[config.mk]
export PLATFORM = sky130hd
export DESIGN_NAME = usb_dnport_sig
export DESIGN_NICKNAME = d
export VERILOG_FILES = /design/src/rtl/usb_dnport_pkg.sv /design/src/rtl/dnp_ctrl_regs.sv /design/src/rtl/dnp_ka_timer.sv /design/src/rtl/dnp_sig_fsm.sv /design/src/rtl/usb_dnport_sig.sv
export SDC_FILE = /design/constraint.sdc
export NUM_CORES = 1
export LEC_CHECK = 0
export ABC_AREA = 1
export ABC_CLOCK_PERIOD_IN_PS = 1200
export BUFFER_PORTS_ARGS = -buffer_cell sky130_fd_sc_hd__buf_4
export CAP_MARGIN = 20
export CORE_MARGIN = 4
export CORE_UTILIZATION = 52
export DETAILED_ROUTE_END_ITERATION = 8
export PLACE_DENSITY = 0.74
export SLEW_MARGIN = 10
export SYNTH_ARGS = -nofsm -noshare
export SYNTH_HDL_FRONTEND = slang
export SYNTH_SLANG_ARGS = --single-unit
[constraint.sdc]
create_clock -name clk -period 1.2 [get_ports clk]
set_input_delay 0.12 -clock clk [delete_from_list [all_inputs] [get_ports clk]]
set_output_delay 0.12 -clock clk [all_outputs]
set_load 0.02 [all_outputs]
[src/rtl/usb_dnport_pkg.sv]
// Shared types for the downstream port signaling block.
// Assumes: nothing beyond the SystemVerilog language.
package usb_dnport_pkg;
    typedef enum logic [1:0] {
        SIG_IDLE = 2'd0,
        SIG_RST  = 2'd1,
        SIG_RES  = 2'd2,
        SIG_EOP  = 2'd3
    } sig_state_t;
endpackage

[src/rtl/dnp_ctrl_regs.sv]
// Control bit storage: the port enable and the three configuration bits.
// Assumes: en_set/en_clr/fault_in/cfg_we are single-cycle synchronous pulses.
module dnp_ctrl_regs (
    input  logic clk,
    input  logic rst_n,
    input  logic en_set,
    input  logic en_clr,
    input  logic fault_in,
    input  logic cfg_we,
    input  logic cfg_ls,
    input  logic cfg_frst,
    input  logic cfg_fres,
    output logic en_q,
    output logic ls_q,
    output logic frst_q,
    output logic fres_q
);
    // Enable bit: a fault or a clear wins over a set.
    always_ff @(posedge clk) begin
        if (!rst_n)                  en_q <= 1'b0;
        else if (fault_in || en_clr) en_q <= 1'b0;
        else if (en_set)             en_q <= 1'b1;
    end

    // Configuration bits load only on a write strobe.
    always_ff @(posedge clk) begin
        if (!rst_n) begin
            ls_q   <= 1'b0;
            frst_q <= 1'b0;
            fres_q <= 1'b0;
        end else if (cfg_we) begin
            ls_q   <= cfg_ls;
            frst_q <= cfg_frst;
            fres_q <= cfg_fres;
        end
    end


    fault_clears_en_chk: assert property (@(posedge clk) disable iff (!rst_n)
        fault_in |=> !en_q);
endmodule

[src/rtl/dnp_ka_timer.sv]
// Keep-alive period counter: flags due once every KA_PERIOD cycles while enabled.
// Assumes: KA_PERIOD >= 2; counter restarts from zero whenever enable is low.
module dnp_ka_timer #(
    parameter int KA_PERIOD = 12000
) (
    input  logic clk,
    input  logic rst_n,
    input  logic en_i,
    output logic due_o
);
    localparam int CW = $clog2(KA_PERIOD);
    localparam logic [CW-1:0] LAST = CW'(KA_PERIOD - 1);

    logic [CW-1:0] cnt_q;

    // Free-running count, held at zero while the port is disabled.
    always_ff @(posedge clk) begin
        if (!rst_n || !en_i)  cnt_q <= '0;
        else if (cnt_q == LAST) cnt_q <= '0;
        else                  cnt_q <= cnt_q + 1'b1;
    end

    // Due flag for exactly one cycle per period.
    always_comb due_o = en_i && (cnt_q == LAST);


    cnt_in_range_chk: assert property (@(posedge clk) disable iff (!rst_n)
        cnt_q <= LAST);
endmodule

[src/rtl/dnp_sig_fsm.sv]
// Line sequencer: picks forced reset, forced resume, end-of-packet or idle
// and maps the chosen state to drive enable and line levels.
// Assumes: control inputs are registered; ka_due is a one-cycle pulse.
module dnp_sig_fsm
    import usb_dnport_pkg::*;
#(
    parameter int BIT_CYC = 8
) (
    input  logic clk,
    input  logic rst_n,
    input  logic frst_i,
    input  logic fres_i,
    input  logic ls_i,
    input  logic ka_due_i,
    input  logic fault_i,
    output logic oe_o,
    output logic dp_o,
    output logic dm_o
);
    localparam int EOP_LEN = 3 * BIT_CYC;
    localparam int EW      = $clog2(EOP_LEN);
    localparam logic [EW-1:0] E_LAST = EW'(EOP_LEN - 1);
    localparam logic [EW-1:0] E_JSTART = EW'(2 * BIT_CYC);

    sig_state_t    st_q;
    logic [EW-1:0] ecnt_q;
    logic          eop_ka_q;

    // State update in priority order: reset, resume, EOP, keep-alive.
    always_ff @(posedge clk) begin
        if (!rst_n) begin
            st_q     <= SIG_IDLE;
            ecnt_q   <= '0;
            eop_ka_q <= 1'b0;
        end else if (frst_i) begin
            st_q <= SIG_RST;
        end else if (fres_i) begin
            st_q <= SIG_RES;
        end else if (st_q == SIG_RES) begin
            st_q     <= SIG_EOP;
            ecnt_q   <= '0;
            eop_ka_q <= 1'b0;
        end else if (st_q == SIG_EOP) begin
            if ((fault_i && eop_ka_q) || ecnt_q == E_LAST) begin
                st_q <= SIG_IDLE;
            end else begin
                ecnt_q <= ecnt_q + 1'b1;
            end
        end else if (ka_due_i && !fault_i) begin
            st_q     <= SIG_EOP;
            ecnt_q   <= '0;
            eop_ka_q <= 1'b1;
        end else begin
            st_q <= SIG_IDLE;
        end
    end

    // Output map: J/K polarity follows the low-speed select.
    always_comb begin
        oe_o = 1'b0;
        dp_o = 1'b0;
        dm_o = 1'b0;
        case (st_q)
            SIG_RST: oe_o = 1'b1;
            SIG_RES: begin
                oe_o = 1'b1;
                dp_o = ls_i;
                dm_o = !ls_i;
            end
            SIG_EOP: begin
                oe_o = 1'b1;
                if (ecnt_q >= E_JSTART) begin
                    dp_o = !ls_i;
                    dm_o = ls_i;
                end
            end
            default: ;
        endcase
    end


    rst_drives_se0_chk: assert property (@(posedge clk) disable iff (!rst_n)
        frst_i |=> (oe_o && !dp_o && !dm_o));

    res_drives_k_chk: assert property (@(posedge clk) disable iff (!rst_n)
        (fres_i && !frst_i) |=> (oe_o && dp_o == ls_i && dm_o == !ls_i));

    res_end_eop_chk: assert property (@(posedge clk) disable iff (!rst_n)
        (st_q == SIG_RES && !fres_i && !frst_i) |=> (oe_o && !dp_o && !dm_o));

    fault_abort_chk: assert property (@(posedge clk) disable iff (!rst_n)
        (st_q == SIG_EOP && eop_ka_q && fault_i && !frst_i && !fres_i) |=> !oe_o);
endmodule

[src/rtl/usb_dnport_sig.sv]
// Top: downstream port signaling. Joins the control registers, the keep-alive
// timer and the line sequencer.
// Assumes: one clock domain; BIT_CYC clocks per low-speed bit.
module usb_dnport_sig #(
    parameter int BIT_CYC   = 8,
    parameter int KA_PERIOD = 12000
) (
    input  logic clk,
    input  logic rst_n,
    input  logic en_set,
    input  logic en_clr,
    input  logic fault_in,
    input  logic cfg_we,
    input  logic cfg_ls,
    input  logic cfg_frst,
    input  logic cfg_fres,
    output logic port_en,
    output logic line_oe,
    output logic dp_out,
    output logic dm_out
);
    logic en_w, ls_w, frst_w, fres_w, due_w;

    dnp_ctrl_regs u_regs (
        .clk(clk), .rst_n(rst_n), .en_set(en_set), .en_clr(en_clr),
        .fault_in(fault_in), .cfg_we(cfg_we), .cfg_ls(cfg_ls),
        .cfg_frst(cfg_frst), .cfg_fres(cfg_fres),
        .en_q(en_w), .ls_q(ls_w), .frst_q(frst_w), .fres_q(fres_w)
    );

    dnp_ka_timer #(.KA_PERIOD(KA_PERIOD)) u_timer (
        .clk(clk), .rst_n(rst_n), .en_i(en_w), .due_o(due_w)
    );

    dnp_sig_fsm #(.BIT_CYC(BIT_CYC)) u_fsm (
        .clk(clk), .rst_n(rst_n), .frst_i(frst_w), .fres_i(fres_w),
        .ls_i(ls_w), .ka_due_i(due_w), .fault_i(fault_in),
        .oe_o(line_oe), .dp_o(dp_out), .dm_o(dm_out)
    );

    // Enable bit is visible at the port.
    always_comb port_en = en_w;


    reset_release_chk: assert property (@(posedge clk)
        !rst_n |=> (!port_en && !line_oe));
endmodule

---- After elaboration in Yosys (flattened, before gate mapping) ----
Cells that the tools add are included.
operators by class
  eq/ne operators ......................... 9
  order comparisons ....................... 1
  multipliers ............................. 0
  $add $sub $neg .......................... 2
  reduce and logical (&&, ||, !) cells .... 18
  bitwise logic cells ..................... 3
  divide/modulo/power cells ............... 0
  multiplexer cells ....................... 18
  shifts and indexed selects .............. 0
operator list
  kind                                                                     number
  5-bit two-way mux                                                        4
  14-bit by 1-bit adder with 14-bit output, second input constant          1
  14-bit == test, second input constant                                    1
  2-bit two-way mux                                                        5
  4-bit AND reduction                                                      2
  1-bit two-way mux                                                        7
  2-bit OR reduction                                                       3
  5-bit by 1-bit adder with 5-bit output, second input constant            1
  5-bit == test, second input constant                                     1
  5-bit greater-or-equal comparator, second input constant                 1
  5-bit by 4-bit inequality test with 1-bit output, second input constant  1
  2-bit == test, second input constant                                     2
  1-bit logical NOT                                                        4
  4-bit by 3-bit inequality test with 1-bit output, second input constant  1
  1-bit one-hot mux with 2 select lines                                    2
  1-bit logical AND                                                        3
  1-bit logical OR                                                         3
  3-bit by 2-bit inequality test with 1-bit output, second input constant  1
  1-bit inverter                                                           3
  3-bit nonzero test                                                       1
  3-bit OR reduction                                                       1
  2-bit by 1-bit == test with 1-bit output, second input constant          1
  2-bit by 1-bit inequality test with 1-bit output, second input constant  1
  2-bit nonzero test                                                       1
word-level totals
  memories kept ........................... 0
  bits in read-only memories .............. 0
  register bits after elaboration ......... 26
  output and inout bits ................... 4
  word-level logic and storage cells ...... 60
  input port bits ......................... 9
  bits in latches ......................... 0
  bits in writable memories ............... 0

---- Longest topological paths before layout ----
Gate-level depths: netlist of the first run.
  depth in word-level cells ............... 8
  depth in mapped cells ................... 11
  mapped depth without buffers ............ 11

---- Cells and area by module ----
From an unflattened synthesis of the first run, not the netlist that was laid out.
second synthesis, totals
  cell total of the unflattened synthesis .. 207
  area total of the unflattened synthesis .. 1,433.9 µm²
by module, submodules not included
  module         cells each  area an instance (µm²)  instances  seq. area each (µm²)
  dnp_ka_timer   106         740.7                   1          280.3
  dnp_sig_fsm    78          541.8                   1          160.2
  dnp_ctrl_regs  23          151.4                   1          80.1

---- Worst setup path before layout of the first run ----
No wires, ideal clock.
  path kind ............................... reg2reg
  start point ............................. register u_timer.cnt_q[0]
  end point ............................... register u_timer.cnt_q[3]
  clock period less this slack ............ 1.301 ns
  arrival ................................. 1.228 ns
  setup slack ............................. -0.101 ns
  data required time ...................... 1.127 ns
  path buffers ............................ 0
  cell stages (with the launch flop) ...... 9
  library setup time ...................... 0.073 ns
  cells stage by stage .................... dfxtp_1 -> ha_1 -> nand2_1 -> inv_2 -> nand2_4 -> nor2_4 -> and2_1 -> nand3b_4 -> nor3b_2
between the ends
  word-level cells in the longest chain between the ends .. 2
  elaborated cells between the ends (all ways) .. 3
  classes of those cells .................. add/sub: 1; eq/ne: 1; reduce/logical: 1
RTL lines
  item                                                                                              line                source
  from (decl)                                                                                       dnp_ka_timer.sv:14  logic [CW-1:0] cnt_q;
  from (signal assigned)                                                                            dnp_ka_timer.sv:20  else cnt_q <= cnt_q + 1'b1;
  parallel branches: the longest is 2 deep, another holds 14-bit by 1-bit adder with 14-bit output  n/a
Several ways; the timed one is not identified.
A chain may end at the register's enable or synchronous reset.

---- Final worst setup path of the first run ----
  start point ............................. register u_timer.cnt_q[0]
  end point ............................... register u_timer.cnt_q[12]
The elaborated chain is that of the path after synthesis.

==> metrics.yaml, run 1 <==
placement:
  place.gp.congestion: 0.864
  dp_hpwl_um: 2230
  dp_cells: 245
  place_area_um2: 1670
  portBuffers: 12
synth:
  synth.area.mux_share_pct: 0
  syn_inst: 184
  synth_area_um2: 1360
  synth_seq_cells: 26
  synth_area_leaders: "dfxtp_1 38%, inv_1 8.3%, nand2_1 8.0%"
  synth_top_area_cell: "dfxtp_1"
  synth_top_family_by_area: "simple AND/OR/NAND/NOR gates"
  synth_flop_cell: "dfxtp_1"
  synth_async_sr_flop_share_pct: 0
  synthesis.nets: 195
  ys_seq_area_share_pct: 38.4
  synth.most_common_cell: "inv_1"
  yosys.area_share.xor_xnor_pct: 1.29
  synth.distinct_cells: 32
  synth_edf_count: 0
  synthTopCellsByCount: "30 x inv_1, 29 x nand2_1, 26 x dfxtp_1, 18 x nor2_1, 14 x a21oi_1"
  avgSynthCellArea_um2: 7.36
  synth-compound-area-share_pct: 9.60
  yosys_warnings: 0
  synthSimpleGateAreaFrac_pct: 39.3
  synthAdderAreaFrac_pct: 1.85
  synth_top_area_share_pct: 38.4
timing:
  hold_viol_final: 0
  worst_clock_skew_ns: 0.0111
  setup_viol: 25
  clock.fmax_mhz: 725
  tightestPinTransition_ns: 0.287
  fin_crit_sh_pct: 115
  rsz0062_at_grt: "yes"
  slew_headroom_pct: 80.8
  slew_violations: 0
  timing.final.ws_setup_ns: -0.180
  timing.final.crit_period_ns: 1.38
setup_path:
  critPathArrivalTime_ns: 1.65
  timing.rr.start: "u_timer.cnt_q[0]$_SDFF_PP0_"
  cp.required_ns: 1.48
  critPathCaptureType: "register"
  slowest_stage: "dfxtp_4"
  crit_path_start_kind: "register"
  cp_top_family: "simple AND/OR/NAND/NOR gates"
  critPathKind: "register to register"
  critPathBufInv: 2
  cp_slowest_stage_delay_ns: 0.39
  path_cells: "ha_4, nand2_2, inv_2, nand2_4, nor3_4, nand2_2, nor2_2, xor2_1, nand2_1, inv_1"
  crit_path_start: "u_timer.cnt_q[0]$_SDFF_PP0_"
  cp_common_cell: "nand2_2"
  crit_path_max_fanout: 3
min_path:
  hold_class: "input port to register"
  hp-start: "cfg_ls"
power_and_ir_drop:
  p_per_area_nw_per_um2: 782
  combPwrFrac_pct: 12.9
  seqPwrFrac_pct: 58.4
  sw_frac_of_total_pct: 25.0
  switchingPower_mw: 0.388
  power_leakage_nw: 0.862
  ir_worst_vdd_mv: 0.746
  clkPwrFrac_pct: 28.8
  p_int_mw: 1.16
finish:
  syn2layout_area_growth_pct: 46.2
  num_antenna_cells: 0
  final_cells: 263
  final_area_um2: 1980
  n_fill_cell: 179
  nets: 245
  layout-drive-gt1-share_pct: 47.6
floorplanning:
  fp.dieH_um: 59.0
  initial_utilization_pct: 54.7
  die_width_um: 59.0
  die-area_um2: 3490
  rows: 18
  ios: 13
  core_area_um2: 2480
drt:
  wl_per_cell_um: 12.9
  drt_wl_total_um: 3380
  ant_nets: 0
  drt-vias-per-instance: 5.19
  firstDrtPassIters: 4
  drc_errors: 0
  drtIter0Drc: 51
  vias: 1365
clock_network:
  htreeDepth: 1
  ctsLongestPathBuffers: 2
  clkTransAtPathRegs_ns: 0.15
  clock-sinks: 26
  clock_latency_ns: 0.32
  cts_root_buf: "clkbuf_4"
  cts-buffers-inserted: 3
  tritoncts: "yes"
global_routing:
  grt_pass1_wl_um: 5600
  antenna_found_initial: 0
  first_global_vias: 1336
  grt_max_degree: 15
  grt-ovfl-total: 0
  grt_usage_pct: 21.0
run:
  drv_cap: 0
run_status:
  status: "finished, violations left"
  violations: "negative setup slack"
[logic make-up after synthesis]
logic type,after synthesis
compound gates,25
xor+xnor,2
fa+ha+maj,2
buf+inv,34
flops,26
simple gates,95
[layer usage]
| layer | GRT usage, % | share of wire (%) | up-vias |
|---|---|---|---|
| met4 | 9.06 | 2.4 | 0 |
| li1 | - | - | 692 |
| met5 | 0 | 0 | - |
| met3 | 3.49 | 3.2 | 6 |
| met2 | 39.4 | 53 | 28 |
| met1 | 22.8 | 41 | 639 |
[worst register-to-register path, cell delays in order, from the launching register on]
cell     delay (ns)
dfxtp_4        0.39
ha_4           0.13
nand2_2        0.04
inv_2          0.06
nand2_4        0.07
nor3_4         0.18
nand2_2        0.10
nor2_2         0.10
xor2_1         0.14
nand2_1        0.06
inv_1          0.05
[flip-flops by register name (all words and copies together), names as in the netlist]
name            flops
u_regs.ls_q         1
u_fsm.st_q          2
u_fsm.ecnt_q        5
u_regs.fres_q       1
u_regs.en_q         1
u_fsm.eop_ka_q      1
u_regs.frst_q       1
u_timer.cnt_q      14
[per-stage QoR]
| step | TNS, ns | worst slack (ns) | hold WS [ns] | power, mW | util (%) |
|---|---|---|---|---|---|
| after floorplan | -0.214 | -0.0458 | 0.191 | 0.995 | - |
| after global placement | -1.21 | -0.0964 | 0.277 | 1.05 | 67.4 |
| after detailed placement | -1.90 | -0.146 | 0.285 | 1.06 | 67.4 |
| after CTS | -2.68 | -0.172 | 0.0147 | 1.52 | 74.1 |
| after global routing | -4.65 | -0.252 | 0.0334 | 1.62 | 79.9 |
| final | -2.92 | -0.180 | 0.0225 | 1.55 | 79.9 |
[layout make-up]
class                   instances  area, um2  area share [%]
flip-flops and latches         26        536            27.0
clock buffers                   4       36.3            1.83
inverters                      33        131            6.63
well taps                      30       37.5            1.90
multi-input cells             125        878            44.3
repair buffers                 45        362            18.3
[power by group through the flow]
stage	logic, mW	registers, mW	clock network, mW
global route	0.215	0.908	0.496
floorplan	0.0782	0.917	0
CTS	0.166	0.902	0.448
global placement	0.139	0.916	0
detailed placement	0.141	0.917	0
finish	0.199	0.905	0.446
[placed cells by master, fill, tap and decap left out, types with 2 or more instances in the layout]
master         instances
dfxtp_1               16
inv_4                  3
nor2_1                17
nand3b_4               2
a21oi_1                9
nand2_2               10
inv_2                  4
buf_4                 38
dlygate4sd3_1          2
nor2_2                 3
nor3_4                 2
nand3_4                2
nor2_4                 4
nand3_2                2
dfxtp_2                9
nand4_1                6
o21ai_4                2
a21oi_2                5
clkbuf_4               3
buf_6                  5
nand3_1                9
nor3_2                 5
nand2_4                4
ha_4                   2
inv_1                 25
xor2_1                 2
nor3_1                 2
o21ai_0                6
nand2_1               22
[path summary, 6_finish.rpt]
path / to / slack, ns / cells past startpoint
setup / recovery: u_timer.cnt_q[12]$_SDFF_PP0_ / -0.18 / 10
hold / removal: u_regs.ls_q$_SDFFE_PN0P_ / 0.02 / 3
setup reg to reg: u_timer.cnt_q[12]$_SDFF_PP0_ / -0.18 / 10
hold reg to reg: u_fsm.eop_ka_q$_SDFFE_PN0P_ / 0.48 / 2
[what timing repair did]
action / 4_1_cts / 5_1_grt
buffers inserted: 3 / 8
pin swaps: 12 / 14
cloned: 1 / 0
gates resized for setup: 24 / 24
hold buffers: 2 / 0
setup endpoints to repair: 25 / 25
hold endpoints to repair: 1 / 0
No activity file was read; power rests on OpenSTA's default activity.
==> run 2: changes to the inputs <==
ABC_AREA = default   (was 1)
CORE_UTILIZATION = 51   (was 52)
PLACE_DENSITY = 0.73   (was 0.74)
==> metrics.yaml, run 2 <==
run_status:
  status: "finished, violations left"  # unchanged
  violations: "negative setup slack"  # unchanged
finish:
  regMostFlops: "u_timer.cnt_q"  # unchanged
  num_antenna_cells: 0  # unchanged
  largest_reg_flops: 14  # unchanged
  syn2layout_area_growth_pct: 43.0  # was 46.2%
  final_cells: 218  # was 263
  final_cell_mix: "45 x buf_4, 24 x nor2_1, 19 x dfxtp_1"  # was 38 x buf_4, 25 x inv_1, 22 x nand2_1
  n_fill_cell: 158  # was 179
  final_area_um2: 1810  # was 1980 um2
  reg.largest.list: "u_timer.cnt_q x14, u_fsm.ecnt_q x5, u_fsm.st_q x2"  # unchanged
  nets: 202  # was 245
  layout-drive-gt1-share_pct: 41.1  # was 47.6%
  final_common_cell: "buf_4"  # unchanged
setup_path:
  timing.rr.start: "u_timer.cnt_q[1]$_SDFF_PP0_"  # was u_timer.cnt_q[0]$_SDFF_PP0_
  worst_r2r_path_depth: 5  # was 10
  timing.rr.end: "u_fsm.ecnt_q[2]$_SDFFE_PN0P_"  # was u_timer.cnt_q[12]$_SDFF_PP0_
  critPathArrivalTime_ns: 1.69  # was 1.65 ns
  reg2reg_slack_ns: -0.27  # was -0.18 ns
  crit_path_start_kind: "register"  # unchanged
  critPathCaptureType: "register"  # unchanged
  critPathKind: "register to register"  # unchanged
  cp.required_ns: 1.42  # was 1.48 ns
  crit_path_max_fanout: 5  # was 3
drt:
  vias: 1196  # was 1365
  drt-met1-wl_um: 1300  # was 1400 um
  drc_errors: 0  # unchanged
  drt-vias-per-instance: 5.49  # was 5.19
  wl_met3_um: 83  # was 107 um
  firstDrtPassIters: 4  # unchanged
  top_layer: "met4"  # unchanged
  wl_met2_um: 1750  # was 1790 um
  drt_wl_total_um: 3200  # was 3380 um
  wl_per_cell_um: 14.7  # was 12.9 um
  drtIter0Drc: 29  # was 51
  ant_nets: 0  # unchanged
placement:
  dp_hpwl_um: 2290  # was 2230 um
  dp_slack_ns: -0.386  # was -0.146 ns
  place_area_um2: 1660  # was 1670 um2
  portBuffers: 12  # unchanged
  dp_cells: 211  # was 245
  place.gp.congestion: 0.821  # was 0.864
power_and_ir_drop:
  p_per_area_nw_per_um2: 844  # was 782 nW/um2
  power_leakage_nw: 0.746  # was 0.862 nW
  ir_worst_vdd_mv: 0.796  # was 0.746 mV
clock_network:
  clock_latency_ns: 0.33  # was 0.32 ns
  cts-buffers-inserted: 3  # unchanged
  tritoncts: "yes"  # unchanged
  clock-sinks: 26  # unchanged
  htreeDepth: 1  # unchanged
  ctsLongestPathBuffers: 2  # unchanged
  clkTransAtPathRegs_ns: 0.14  # was 0.15 ns
  cts_root_buf: "clkbuf_4"  # unchanged
timing:
  setup_viol: 25  # unchanged
  clock.fmax_mhz: 681  # was 725 MHz
  tightestPinTransition_ns: 0.381  # was 0.287 ns
  slew_violations: 0  # unchanged
  hold_viol_final: 0  # unchanged
  fin_crit_sh_pct: 122  # was 115%
  timing.final.crit_period_ns: 1.47  # was 1.38 ns
  worst_clock_skew_ns: 0.00517  # was 0.0111 ns
  slew_headroom_pct: 74.5  # was 80.8%
  timing.final.ws_setup_ns: -0.268  # was -0.180 ns
  rsz0062_at_grt: "yes"  # unchanged
global_routing:
  antenna_found_initial: 0  # unchanged
  grt-ovfl-total: 0  # unchanged
  first_global_vias: 1224  # was 1336
  grt_usage_pct: 20.6  # was 21.0%
  grt_pass1_wl_um: 5320  # was 5600 um
  grt_max_degree: 15  # unchanged
min_path:
  hold_end: "u_regs.frst_q$_SDFFE_PN0P_"  # was u_regs.ls_q$_SDFFE_PN0P_
  hold_class: "input port to register"  # unchanged
  holdPathStages: 3  # unchanged
  hp-start: "cfg_frst"  # was cfg_ls
synth:
  synth_seq_cells: 26  # unchanged
  yosys_warnings: 0  # unchanged
  synthTopCellsByCount: "26 x dfxtp_1, 25 x nor2_1, 10 x inv_1, 8 x nand3_1, 7 x xnor2_1"  # was 30 x inv_1, 29 x nand2_1, 26 x dfxtp_1, 18 x nor2_1, 14 x a21oi_1
  avgSynthCellArea_um2: 8.96  # was 7.36 um2
  synth_flop_cell: "dfxtp_1"  # unchanged
  synth_area_leaders: "dfxtp_1 41%, nor2_1 7.4%, xnor2_1 4.9%"  # was dfxtp_1 38%, inv_1 8.3%, nand2_1 8.0%
  synth_async_sr_flop_share_pct: 0  # unchanged
  synth_area_um2: 1260  # was 1360 um2
  synth_top_area_cell: "dfxtp_1"  # unchanged
  synthesis.nets: 152  # was 195
  synth_top_area_share_pct: 41.2  # was 38.4%
  syn_inst: 141  # was 184
  synth_edf_count: 0  # unchanged
  synth.distinct_cells: 36  # was 32
  synth.most_common_cell: "dfxtp_1"  # was inv_1
  ys_seq_area_share_pct: 41.2  # was 38.4%
floorplanning:
  fp.dieH_um: 57.8  # was 59.0 um
  ios: 13  # unchanged
  core_area_um2: 2280  # was 2480 um2
  die_width_um: 57.8  # was 59.0 um
  initial_utilization_pct: 55.5  # was 54.7%
  die-area_um2: 3340  # was 3490 um2
  rows: 17  # was 18
run:
  drv_cap: 0  # unchanged
[run 2: worst max path at each step]
stage | start | endpoint | slack (ns) | depth (start not counted)
3_5_place_dp | u_timer.cnt_q[1]$_SDFF_PP0_ | u_fsm.ecnt_q[0]$_SDFFE_PN0P_ | -0.39 | 5
5_1_grt | u_timer.cnt_q[5]$_SDFF_PP0_ | u_fsm.ecnt_q[0]$_SDFFE_PN0P_ | -0.36 | 4
4_1_cts | u_timer.cnt_q[5]$_SDFF_PP0_ | u_fsm.ecnt_q[0]$_SDFFE_PN0P_ | -0.26 | 4
3_3_place_gp | u_timer.cnt_q[1]$_SDFF_PP0_ | u_fsm.ecnt_q[0]$_SDFFE_PN0P_ | -0.34 | 5
6_report | u_timer.cnt_q[1]$_SDFF_PP0_ | u_fsm.ecnt_q[2]$_SDFFE_PN0P_ | -0.27 | 5
2_1_floorplan | u_timer.cnt_q[1]$_SDFF_PP0_ | u_fsm.ecnt_q[0]$_SDFFE_PN0P_ | -0.31 | 6
[run 2: what timing repair did]
item                                    4_1_cts  5_1_grt
endpoints found under the setup margin       25       25
cloned                                        1        0
hold endpoints to repair                      1        0
pin swaps                                     7        3
setup buffers                                 1        0
gates resized for setup                      18        4
hold buffers                                  1        0
[run 2: layer usage]
metal,up-vias,GRT usage (%)
met5,-,0
met4,0,8.61
met3,7,4.90
met2,15,37.9
met1,574,22.4
li1,600,-
[run 2: cell type report]
class | count | area (um2) | area share (%)
inverter | 10 | 37.5 | 2.08
multi-input combinational | 103 | 807 | 44.7
timing repair buffer | 47 | 359 | 19.9
clock buffer | 4 | 36.3 | 2.01
tap | 28 | 35.0 | 1.94
sequential | 26 | 532 | 29.4
[run 2: through the flow]
step	utilization (%)	setup TNS [ns]	hold slack [ns]	total power, mW
after floorplan	-	-3.71	0.191	0.992
after global placement	72.8	-4.65	0.278	1.07
after detailed placement	72.8	-5.50	0.290	1.07
after CTS	78.3	-4.76	0.0241	1.52
after global routing	79.4	-6.27	0.0292	1.58
final	79.4	-4.53	0.0259	1.52
[run 2: power by group]
part | total, mW | leakage, nW | internal [mW] | switching [mW]
combinational | 0.173 | 0.511 | 0.0877 | 0.0857
clock | 0.454 | 0.0210 | 0.186 | 0.267
sequential | 0.897 | 0.214 | 0.880 | 0.0174
total | 1.52 | 0.746 | 1.15 | 0.371
[run 2: kinds of logic (layout without fill, tap and decap cells)]
| logic type | Yosys count | after routing | synth area share [%] |
|---|---|---|---|
| flops | 26 | 26 | 41.2 |
| simple gates | 63 | 64 | 27.3 |
| fa+ha+maj | 2 | 2 | 1.98 |
| xor+xnor | 12 | 12 | 8.32 |
| mux | 3 | 3 | 2.38 |
| buf+inv | 13 | 61 | 4.36 |
| compound gates | 22 | 22 | 14.5 |
[run 2: critical path, cell delays in order, from the launching register on]
cell	delay (ns)
dfxtp_4	0.39
ha_4	0.13
and4_4	0.23
a41oi_4	0.13
o41ai_4	0.35
o21ai_1	0.14
